$ cat src/rtl/bdmx_pkg.sv
package bdmx_pkg;
  localparam int unsigned LO_W    = 8;
  localparam int unsigned MID_W   = 8;
  localparam int unsigned MLAT_W  = MID_W / 2;
  localparam int unsigned MPASS_W = MID_W - MLAT_W;
  localparam int unsigned HI_W    = 4;
  localparam int unsigned ADDR_W  = LO_W + MID_W + HI_W;
  localparam int unsigned RST_STAGES = 2;

  typedef struct packed {
    logic to_cpu;
    logic to_bus;
    logic dir_cpu;
  } steer_t;
endpackage

$ cat src/rtl/bdmx_rst_sync.sv
module bdmx_rst_sync #(
  parameter int unsigned STAGES = 2
) (
  input  logic clk,
  input  logic rst_n,
  output logic rst_ok
);
  logic [STAGES-1:0] sync_q;
  logic [STAGES-1:0] sync_d;

  always_comb begin
    sync_d = {sync_q[STAGES-2:0], 1'b1};
  end

  always_ff @(posedge clk or negedge rst_n) begin
    if (!rst_n) sync_q <= '0;
    else        sync_q <= sync_d;
  end

  assign rst_ok = sync_q[STAGES-1];
endmodule

$ cat src/rtl/bdmx_addr_latch.sv
module bdmx_addr_latch #(
  parameter int unsigned LO_W   = 8,
  parameter int unsigned MLAT_W = 4,
  parameter int unsigned HI_W   = 4
) (
  input  logic              clk,
  input  logic              rst_n,
  input  logic              ale,
  input  logic [LO_W-1:0]   lo_pin,
  input  logic [MLAT_W-1:0] mid_pin,
  input  logic [HI_W-1:0]   hi_pin,
  output logic [LO_W-1:0]   lo_q,
  output logic [MLAT_W-1:0] mid_q,
  output logic [HI_W-1:0]   hi_q
);
  localparam int unsigned HOLD_W = LO_W + MLAT_W + HI_W;

  logic [HOLD_W-1:0] hold_q;
  logic [HOLD_W-1:0] hold_d;
  logic              load_en;

  assign load_en = ale;

  always_comb begin
    hold_d = hold_q;
    if (load_en) hold_d = {hi_pin, mid_pin, lo_pin};
  end

  always_ff @(posedge clk or negedge rst_n) begin
    if (!rst_n) hold_q <= '0;
    else        hold_q <= hold_d;
  end

  assign {hi_q, mid_q, lo_q} = hold_q;


  capture_on_strobe_chk: assert property (@(posedge clk) disable iff (!rst_n)
    ale |=> (lo_q == $past(lo_pin)) && (hi_q == $past(hi_pin)) && (mid_q == $past(mid_pin)));


  hold_when_idle_chk: assert property (@(posedge clk) disable iff (!rst_n)
    !ale |=> $stable(hold_q));
endmodule

$ cat src/rtl/bdmx_data_steer.sv
module bdmx_data_steer
  import bdmx_pkg::*;
#(
  parameter int unsigned DW          = 8,
  parameter bit          ACK_NEEDS_DEN = 1'b0
) (
  input  logic          clk,
  input  logic          rst_ok,
  input  logic          ale,
  input  logic          den,
  input  logic          rd_n,
  input  logic          inta,
  input  logic [DW-1:0] cpu_ad,
  input  logic [DW-1:0] sys_d,
  output steer_t        steer,
  output logic [DW-1:0] cpu_d,
  output logic [DW-1:0] bus_d
);
  logic data_phase;
  logic ack_phase;
  logic toward_cpu;

  generate
    if (ACK_NEEDS_DEN) begin : g_ack_gated
      assign ack_phase = inta && den && !ale;
    end else begin : g_ack_free
      assign ack_phase = inta && !ale;
    end
  endgenerate

  assign data_phase = den && !ale && !inta;
  assign toward_cpu = !rd_n || inta;

  always_comb begin
    steer.dir_cpu = toward_cpu;
    steer.to_cpu  = rst_ok && (ack_phase || (data_phase && !rd_n));
    steer.to_bus  = rst_ok && data_phase && rd_n;
    cpu_d = steer.to_cpu ? sys_d  : '0;
    bus_d = steer.to_bus ? cpu_ad : '0;
  end


  one_driver_chk: assert property (@(posedge clk) disable iff (!rst_ok)
    !(steer.to_cpu && steer.to_bus));


  quiet_in_addr_phase_chk: assert property (@(posedge clk) disable iff (!rst_ok)
    ale |-> !steer.to_cpu && !steer.to_bus);


  ack_reads_vector_chk: assert property (@(posedge clk) disable iff (!rst_ok)
    (inta && !ale && !ACK_NEEDS_DEN) |-> steer.to_cpu && !steer.to_bus && steer.dir_cpu);


  reset_quiet_chk: assert property (@(posedge clk)
    !rst_ok |-> !steer.to_cpu && !steer.to_bus);
endmodule

$ cat src/rtl/cpu_bus_demux.sv
module cpu_bus_demux
  import bdmx_pkg::*;
(
  input  logic              clk,
  input  logic              rst_n,
  input  logic [LO_W-1:0]   cpu_ad_i,
  input  logic [MID_W-1:0]  cpu_amid_i,
  input  logic [HI_W-1:0]   cpu_ahi_i,
  input  logic              ale_i,
  input  logic              rd_n_i,
  input  logic              den_i,
  input  logic              inta_i,
  input  logic [LO_W-1:0]   sys_d_i,
  output logic [ADDR_W-1:0] addr_o,
  output logic              cpu_oe_o,
  output logic              bus_oe_o,
  output logic              dir_to_cpu_o,
  output logic [LO_W-1:0]   cpu_d_o,
  output logic [LO_W-1:0]   sys_d_o
);
  logic              rst_ok;
  logic [LO_W-1:0]   lo_q;
  logic [MLAT_W-1:0] mid_q;
  logic [HI_W-1:0]   hi_q;
  steer_t            steer;

  bdmx_rst_sync #(.STAGES(RST_STAGES)) u_rst (
    .clk(clk), .rst_n(rst_n), .rst_ok(rst_ok)
  );

  bdmx_addr_latch #(.LO_W(LO_W), .MLAT_W(MLAT_W), .HI_W(HI_W)) u_latch (
    .clk(clk), .rst_n(rst_ok), .ale(ale_i),
    .lo_pin(cpu_ad_i), .mid_pin(cpu_amid_i[MLAT_W-1:0]), .hi_pin(cpu_ahi_i),
    .lo_q(lo_q), .mid_q(mid_q), .hi_q(hi_q)
  );

  bdmx_data_steer #(.DW(LO_W), .ACK_NEEDS_DEN(1'b0)) u_steer (
    .clk(clk), .rst_ok(rst_ok), .ale(ale_i), .den(den_i), .rd_n(rd_n_i),
    .inta(inta_i), .cpu_ad(cpu_ad_i), .sys_d(sys_d_i),
    .steer(steer), .cpu_d(cpu_d_o), .bus_d(sys_d_o)
  );

  assign addr_o       = {hi_q, cpu_amid_i[MID_W-1:MLAT_W], mid_q, lo_q};
  assign cpu_oe_o     = steer.to_cpu;
  assign bus_oe_o     = steer.to_bus;
  assign dir_to_cpu_o = steer.dir_cpu;


  upper_mid_passes_chk: assert property (@(posedge clk) disable iff (!rst_ok)
    addr_o[LO_W+MID_W-1:LO_W+MLAT_W] == cpu_amid_i[MID_W-1:MLAT_W]);


  read_path_chk: assert property (@(posedge clk) disable iff (!rst_ok)
    (!ale_i && den_i && !inta_i && !rd_n_i) |-> cpu_oe_o && (cpu_d_o == sys_d_i));


  write_path_chk: assert property (@(posedge clk) disable iff (!rst_ok)
    (!ale_i && den_i && !inta_i && rd_n_i) |-> bus_oe_o && (sys_d_o == cpu_ad_i));
endmodule

$ cat config.mk
export PLATFORM = sky130hd
export DESIGN_NAME = cpu_bus_demux
export DESIGN_NICKNAME = d
export VERILOG_FILES = /design/src/rtl/bdmx_pkg.sv /design/src/rtl/bdmx_rst_sync.sv /design/src/rtl/bdmx_addr_latch.sv /design/src/rtl/bdmx_data_steer.sv /design/src/rtl/cpu_bus_demux.sv
export SDC_FILE = /design/constraint.sdc
export NUM_CORES = 1
export LEC_CHECK = 0
export BUFFER_PORTS_ARGS = -buffer_cell sky130_fd_sc_hd__buf_4
export CORE_AREA = 2 2 53 55
export DETAILED_ROUTE_END_ITERATION = 7
export DIE_AREA = 0 0 55 57
export GPL_TIMING_DRIVEN = 0
export HOLD_SLACK_MARGIN = 0.05
export PLACE_DENSITY = 0.78
export SLEW_MARGIN = 20
export SYNTH_ARGS = -nofsm -noshare
export SYNTH_HDL_FRONTEND = slang
export SYNTH_SLANG_ARGS = --single-unit
$ cat constraint.sdc
create_clock -name clk -period 1.8 [get_ports clk]
set_clock_uncertainty 0.1 [all_clocks]
set_input_delay 0.09 -clock clk [delete_from_list [all_inputs] [get_ports clk]]
set_output_delay 0.09 -clock clk [all_outputs]
set_load 0.05 [all_outputs]
# Word-level counts from Yosys, hierarchy flattened
# Cells that the tools add are included.
# word_totals
word_cells	16
reg_bits	18
out_inout_bits	39
# op_classes
reduce_logical	12
muxes	2
# ops
cell	count
$mux 8	2
$logic_and 1x1->1	7
$logic_not 1->1	3
$logic_or 1x1->1	2

# Depth between registers and ports, before layout
# Gate-level depths: netlist of the first run.
# depth
depth_word	7
depth_mapped	5

# Hierarchy
# Synthesis of the first run repeated with hierarchy kept, for this count alone.
# unflattened
hier_cells	86
area_unflattened_um2	1021.0
# by_module_without_submodules
mod	cells_each	instances	area_each_um2
bdmx_addr_latch	34	1	649.4
bdmx_data_steer	45	1	287.8
bdmx_rst_sync	3	1	53.8
cpu_bus_demux	4	1	30.0

# Worst setup path after synthesis of the first run
# Ideal clock, no wire load.
# synth_path
path_type	register to output
startpoint	register u_rst.sync_q[1]
endpoint	output cpu_d_o[0]
arrival_time_ps	2110
path_buffers	1
stages_incl_launch_ff	4
required_ps	1610
path_slack_ps	-500
path_cell_list	dfrtp_1 > nand2b_4 > buf_6 > a211oi_1
# synth_via
elab_chain_len	2
# synth_rtl
element	line_no	source
start: declaration	bdmx_rst_sync.sv:8	logic [STAGES-1:0] sync_q;
start signal: assignment	bdmx_rst_sync.sv:17	else sync_q <= sync_d;
$logic_and 1x1->1	bdmx_data_steer.sv:36	steer.to_cpu = rst_ok && (ack_phase || (data_phase && !rd_n));
$mux 8	bdmx_data_steer.sv:38	cpu_d = steer.to_cpu ? sys_d : '0;
end: declaration	cpu_bus_demux.sv:18	output logic [LO_W-1:0] cpu_d_o,
# Every way passes these cells.

# Worst setup path in the final report of the first run
# layout_path
startpoint	register u_rst.sync_q[1]
endpoint	output sys_d_o[3]
# layout_via
elab_chain_len	3
# layout_rtl
element	line_no	source
$logic_and 1x1->1 (2 in a row)	bdmx_data_steer.sv:37	steer.to_bus = rst_ok && data_phase && rd_n;
$mux 8	bdmx_data_steer.sv:39	bus_d = steer.to_bus ? cpu_ad : '0;
end: declaration	cpu_bus_demux.sv:19	output logic [LO_W-1:0] sys_d_o
# Every way passes these cells.

==> results.sh, run 1 <==
export IMPL_coreArea_um2=2615
export IMPL_wire_per_inst_um=12.97
export IMPL_p_leak_uw=0.0008944
export IMPL_htreeDepth=1
export IMPL_die_height_um=57
export IMPL_die_area_um2=3135
export IMPL_setup_viol=0
export IMPL_place_hpwl_um=1898
export IMPL_post_route_min_period_ps=1635
export IMPL_cts_tree="yes"
export IMPL_timing_rr_end="u_latch.hold_q[7]"
export IMPL_synth_top_area_share=0.4724
export IMPL_startpoint_type="flip-flop"
export IMPL_gp_congestion=0.6880
export IMPL_end_kind="primary output"
export IMPL_clkTransAtPathRegs_ps=90
export IMPL_grt_overflow=0
export IMPL_cts_made_buffers=3
export IMPL_worst_slew_pin_slew_ps=558.8
export IMPL_cap_violations=0
export IMPL_post_route_drc_count=0
export IMPL_initial_core_util=0.3646
export IMPL_rsz0062_at_grt="false"
export IMPL_cts_sinks=18
export IMPL_ant_nets=0
export IMPL_antenna_found_initial=0
export IMPL_yosys_area_top_type="dfrtp_1"
export IMPL_worst_hold_slack_ps=202.1
export IMPL_nets=214
export IMPL_ios=73
export IMPL_status="completed"
export IMPL_synth_fp_nets=117
export IMPL_drt_wl_total_um=2710
export IMPL_worstSetupPathType="reg -> out"
export IMPL_drv_slew=0
export IMPL_cts_buffer_depth=2
export IMPL_synth_area_um2=953.4
export IMPL_postPlaceCellArea_um2=1541
export IMPL_cts_root_buf="clkbuf_4"
export IMPL_fillCellCount=215
export IMPL_irDropWorstVdd_mv=0.5902
export IMPL_powerDensity_nw_per_um2=629.1
export IMPL_via_count=934
export IMPL_grt_pass1_wl_um=4236
export IMPL_yosys_cell_types_count=16
export IMPL_grt_pass1_vias=952
export IMPL_clock_fmax_ghz=0.6117
export IMPL_drive_gt1_frac=0.6461
export IMPL_critPathMaxFanout=10
export IMPL_synthCells=83
export IMPL_via_per_inst=4.469
export IMPL_grt_max_degree=17
export IMPL_rr_startpoint="u_latch.hold_q[7]"
export IMPL_reg2reg_depth=2
export IMPL_required_ps=1610
export IMPL_slew_headroom=0.6275
export IMPL_avgSynthCellArea_um2=11.49
export IMPL_drt_first_pass_iters=3
export IMPL_area_growth_pct=90.42
export IMPL_synth_area_leaders="dfrtp_1 47%, mux2_2 19%, nor3_2 8.4%"
export IMPL_antennaDiodeCount=0
export IMPL_ys_ff_latch=18
export IMPL_cp_data_arrival_time_ps=1440
export IMPL_reg2reg_slack_ps=360
export IMPL_die_w_um=55
export IMPL_design_area_um2=1815
export IMPL_hp_class="reg -> async"
export IMPL_worstSkewPairLatency_ps=280
export IMPL_port_buffers=67
export IMPL_final_util=0.6943
export IMPL_rows=19
export IMPL_drtIter0Drc=7
export IMPL_hold_violations=0
export IMPL_grt_total_usage=0.1858
export IMPL_fin_crit_sh=0.9083
export IMPL_ys_seq_area_frac=0.4724
export IMPL_yosysWarningCount=0
[how the worst max path moves through the flow]
stage	start	to
after global routing	u_rst.sync_q[1]	sys_d_o[3]
after global placement	u_rst.sync_q[1]	sys_d_o[2]
final	u_rst.sync_q[1]	sys_d_o[3]
after floorplan	u_rst.sync_q[1]	sys_d_o[0]
after CTS	u_rst.sync_q[1]	sys_d_o[3]
after detailed placement	u_rst.sync_q[1]	sys_d_o[3]
[cells in the mapped netlist]
| master | n |
|---|---|
| a21oi_1 | 1 |
| mux2_2 | 16 |
| nand2b_4 | 1 |
| clkbuf_1 | 1 |
| clkinv_1 | 1 |
| buf_4 | 5 |
| nor3_2 | 8 |
| nand2_1 | 1 |
| dfrtp_1 | 18 |
| a211oi_1 | 8 |
| nand2b_1 | 1 |
| inv_1 | 16 |
| nor2_1 | 1 |
| conb_1 | 1 |
| nand3b_1 | 1 |
| buf_6 | 3 |
[layout make-up]
class / count / area, µm² / area share
multi-input cells: 39 / 410.4 / 0.2261
repair buffers: 92 / 750.7 / 0.4135
well taps: 31 / 38.79 / 0.02136
flip-flops and latches: 18 / 454.2 / 0.2502
clock buffers: 3 / 22.52 / 0.01241
plain buffers: 9 / 75.07 / 0.04135
inverters: 17 / 63.81 / 0.03515
[logic make-up (layout without fill, tap and decap cells)]
group	Yosys count	after routing	synth area share
simple gates	13	13	0.1207
compound gates	9	9	0.06824
other cells	1	1	0.003933
flops	18	18	0.4724
buf+inv	26	121	0.1457
mux	16	16	0.1890
[layer usage]
layer  vias to the layer above  wire, µm  global-route usage  share of wire
met4                         0        31             0.07317          0.011
met3                         4       319             0.04712           0.12
met2                        58      1350              0.3316           0.50
met5                         -         0                   0              0
met1                       412      1008              0.2021           0.37
li1                        460         -                   -              -
[worst max-delay path, stage by stage (launching register included)]
cell and delay, ps:
dfrtp_4 440, nand2b_4 50, buf_6 140, buf_6 150
nor3_2 150, buf_4 230
[state kept, by name, indices dropped and copies added, names as in the netlist]
signal and cells:
u_latch.hold_q 16, u_rst.sync_q 2
[through the flow]
step | TNS (ps) | total power [µW] | setup slack, ps | instances
3_3_place_gp | 0 | 899.6 | 27.28 | 181
4_1_cts | 0 | 1149 | 142.8 | 209
3_5_place_dp | 0 | 907.4 | 5.690 | 181
5_1_grt | 0 | 1200 | 82.49 | 209
2_1_floorplan | -1139 | 755.6 | -111.8 | 83
6_report | 0 | 1142 | 165.1 | 209
[placed cells by master (no fill, tap or decap)]
cell type	instances
a211oi_2	8
a21oi_2	1
nand3b_1	1
dlygate4sd3_1	24
mux2_2	16
nand2b_4	1
clkinv_1	1
buf_6	3
nand2_1	1
buf_4	73
conb_1	1
clkbuf_1	1
nand2b_1	1
dfrtp_4	1
inv_1	16
nor2_2	1
clkbuf_4	3
dfrtp_1	17
nor3_2	8
[where the power goes]
| part | internal (µW) | switching, µW | leakage [µW] | total, µW |
|---|---|---|---|---|
| Combinational | 204 | 287 | 0.000671 | 491 |
| Clock | 77.6 | 108 | 0.0000138 | 185 |
| Sequential | 443 | 23.1 | 0.000209 | 466 |
[repair_timing]
item / 4_1_cts / 5_1_grt
buffers inserted: 1 / 0
hold buffers: 24 / 0
endpoints found under the hold margin: 18 / 0
endpoints found under the setup margin: 18 / 0
gates resized for setup: 2 / 0
Power figures use the tool's default switching activity.
==> run 2, diff against run 1 <==
--- a/config.mk
+++ b/config.mk
@@ -6,12 +6,14 @@
 export NUM_CORES = 1
 export LEC_CHECK = 0
 export BUFFER_PORTS_ARGS = -buffer_cell sky130_fd_sc_hd__buf_4
-export CORE_AREA = 2 2 53 55
+export CELL_PAD_IN_SITES_DETAIL_PLACEMENT = 0
+export CELL_PAD_IN_SITES_GLOBAL_PLACEMENT = 1
+export CORE_AREA = 2 2 63 65
 export DETAILED_ROUTE_END_ITERATION = 7
-export DIE_AREA = 0 0 55 57
+export DIE_AREA = 0 0 65 67
 export GPL_TIMING_DRIVEN = 0
 export HOLD_SLACK_MARGIN = 0.05
-export PLACE_DENSITY = 0.78
+export PLACE_DENSITY = 0.77
 export SLEW_MARGIN = 20
 export SYNTH_ARGS = -nofsm -noshare
 export SYNTH_HDL_FRONTEND = slang
==> run 2 against run 1 <==
Utilization decreased by 18 points. Highest routed layer unchanged. Via count increased by 1.6%. Register-to-register slack about the same. Clock power grew 75%. Setup slack improved by 3.6 ps. Global-route usage fell by 4.5 points. Largest power group unchanged. Critical endpoint is now sys_d_o[0]. Fmax grew 0.22%. Clock-buffer cell count increased by 1. Cell count rose by 8.6%. Total power up 12%. Final area increased by 3.0%. Die area increased by 39%.
==> results.sh, run 2 (same netlist as run 1, synthesis figures left out) <==
export IMPL_status="completed"
export IMPL_fillCellCount=342
export IMPL_initial_core_util=0.2644
export IMPL_total_power_uw=1279
export IMPL_irDropWorstVdd_mv=0.5346
export IMPL_antenna_found_initial=0
export IMPL_largest_register_ffs=16
export IMPL_grt_pass1_vias=1043
export IMPL_hold_violations=0
export IMPL_die_area_um2=4355
export IMPL_drt_wl_total_um=2791
export IMPL_p_leak_uw=0.0009094
export IMPL_fin_crit_sh=0.9063
export IMPL_required_ps=1610
export IMPL_drt_first_pass_iters=3
export IMPL_antennaDiodeCount=0
export IMPL_via_count=949
export IMPL_port_buffers=67
export IMPL_cp_data_arrival_time_ps=1440
export IMPL_grt_overflow=0
export IMPL_place_hpwl_um=2010
export IMPL_post_route_drc_count=0
export IMPL_end_kind="primary output"
export IMPL_drv_slew=0
export IMPL_via_per_inst=4.181
export IMPL_top_regs="u_latch.hold_q x16, u_rst.sync_q x2"
export IMPL_rows=22
export IMPL_startpoint_type="flip-flop"
export IMPL_post_route_min_period_ps=1631
export IMPL_cts_root_buf="clkbuf_8"
export IMPL_powerDensity_nw_per_um2=684.3
export IMPL_die_height_um=67
export IMPL_setup_viol=0
export IMPL_rsz0062_at_grt="false"
export IMPL_area_growth_pct=96.06
export IMPL_critPathMaxFanout=10
export IMPL_clock_fmax_ghz=0.6130
export IMPL_cts_buffer_depth=2
export IMPL_worstSetupPathType="reg -> out"
export IMPL_gp_congestion=0.7062
export IMPL_coreArea_um2=3606
export IMPL_wire_per_inst_um=12.30
export IMPL_cts_tree="yes"
export IMPL_cap_violations=0
export IMPL_drtIter0Drc=17
export IMPL_worstSkewPairLatency_ps=250
export IMPL_nets=214
export IMPL_grt_pass1_wl_um=4692
export IMPL_ios=73
export IMPL_htreeDepth=1
export IMPL_clkTransAtPathRegs_ps=70
export IMPL_final_common_cell="buf_4"
export IMPL_slew_headroom=0.6049
export IMPL_cts_sinks=18
export IMPL_multi_input_area_um2=410.4
export IMPL_largest_register="u_latch.hold_q"
export IMPL_final_util=0.5184
export IMPL_worst_slew_pin_slew_ps=592.7
export IMPL_grt_total_usage=0.1407
export IMPL_ant_nets=0
export IMPL_cts_made_buffers=3
export IMPL_layout_common_cells="73 x buf_4, 24 x dlygate4sd3_1, 17 x dfrtp_1"
export IMPL_drive_gt1_frac=0.6480
export IMPL_seq_area_um2=454.2
export IMPL_die_w_um=65
export IMPL_hp_class="reg -> async"
export IMPL_grt_max_degree=17
-- run 2: per-stage QoR --
stage | std cells | hold WS, ps | setup WS, ps | area, µm² | TNS [ps]
floorplan | 83 | -305.6 | -111.8 | 999.7 | -1139
global placement | 198 | -226.8 | 28.61 | 1563 | 0
detailed placement | 198 | -225.6 | -38.22 | 1563 | -179.2
CTS | 227 | 218.4 | 153.9 | 1869 | 0
global route | 227 | 231.5 | 80.40 | 1869 | 0
finish | 227 | 205.2 | 168.7 | 1869 | 0
-- run 2: where the power goes --
group | total [µW] | leakage (µW) | switching, µW | internal [µW]
Clock | 324 | 0.0000288 | 130 | 194
Sequential | 465 | 0.000209 | 21.7 | 444
Combinational | 490 | 0.000671 | 286 | 204
Total | 1280 | 0.000909 | 437 | 842
-- run 2: final cells by class --
cell class                 instances  share of cell area
timing repair buffer              92              0.4016
sequential                        18              0.2430
tap                               48             0.03213
multi-input combinational         39              0.2195
buffer                             9             0.04016
clock buffer                       4             0.02945
inverter                          17             0.03414
-- run 2: repair_timing --
item	in CTS	in global routing
hold endpoints to repair	18	0
gates resized for setup	2	0
setup endpoints to repair	18	0
setup buffers	1	0
hold buffers	24	0
-- run 2: path summary, 6_finish.rpt --
path	start	end	slack (ps)	cells after the start
min	u_rst.sync_q[1]	u_latch.hold_q[15]	210	1
min reg2reg	u_rst.sync_q[1]	u_latch.hold_q[15]	210	1
max reg2reg	u_latch.hold_q[4]	u_latch.hold_q[4]	370	2
max	u_rst.sync_q[1]	sys_d_o[0]	170	5
max in group asynchronous	rst_n	u_rst.sync_q[1]	880	3
min in group clk	ale_i	u_latch.hold_q[12]	230	3
-- run 2: worst max-delay path, cell delays in order, from the launching register on --
cell and delay (ps):
dfrtp_4 430, nand2b_4 50, buf_6 140, buf_6 150
nor3_2 170, buf_4 240
-- run 2: layer usage --
layer,GRT usage,routed length [µm]
met5,0,0
met4,0.07979,26
met3,0.04223,289
met2,0.2564,1398
met1,0.1424,1077
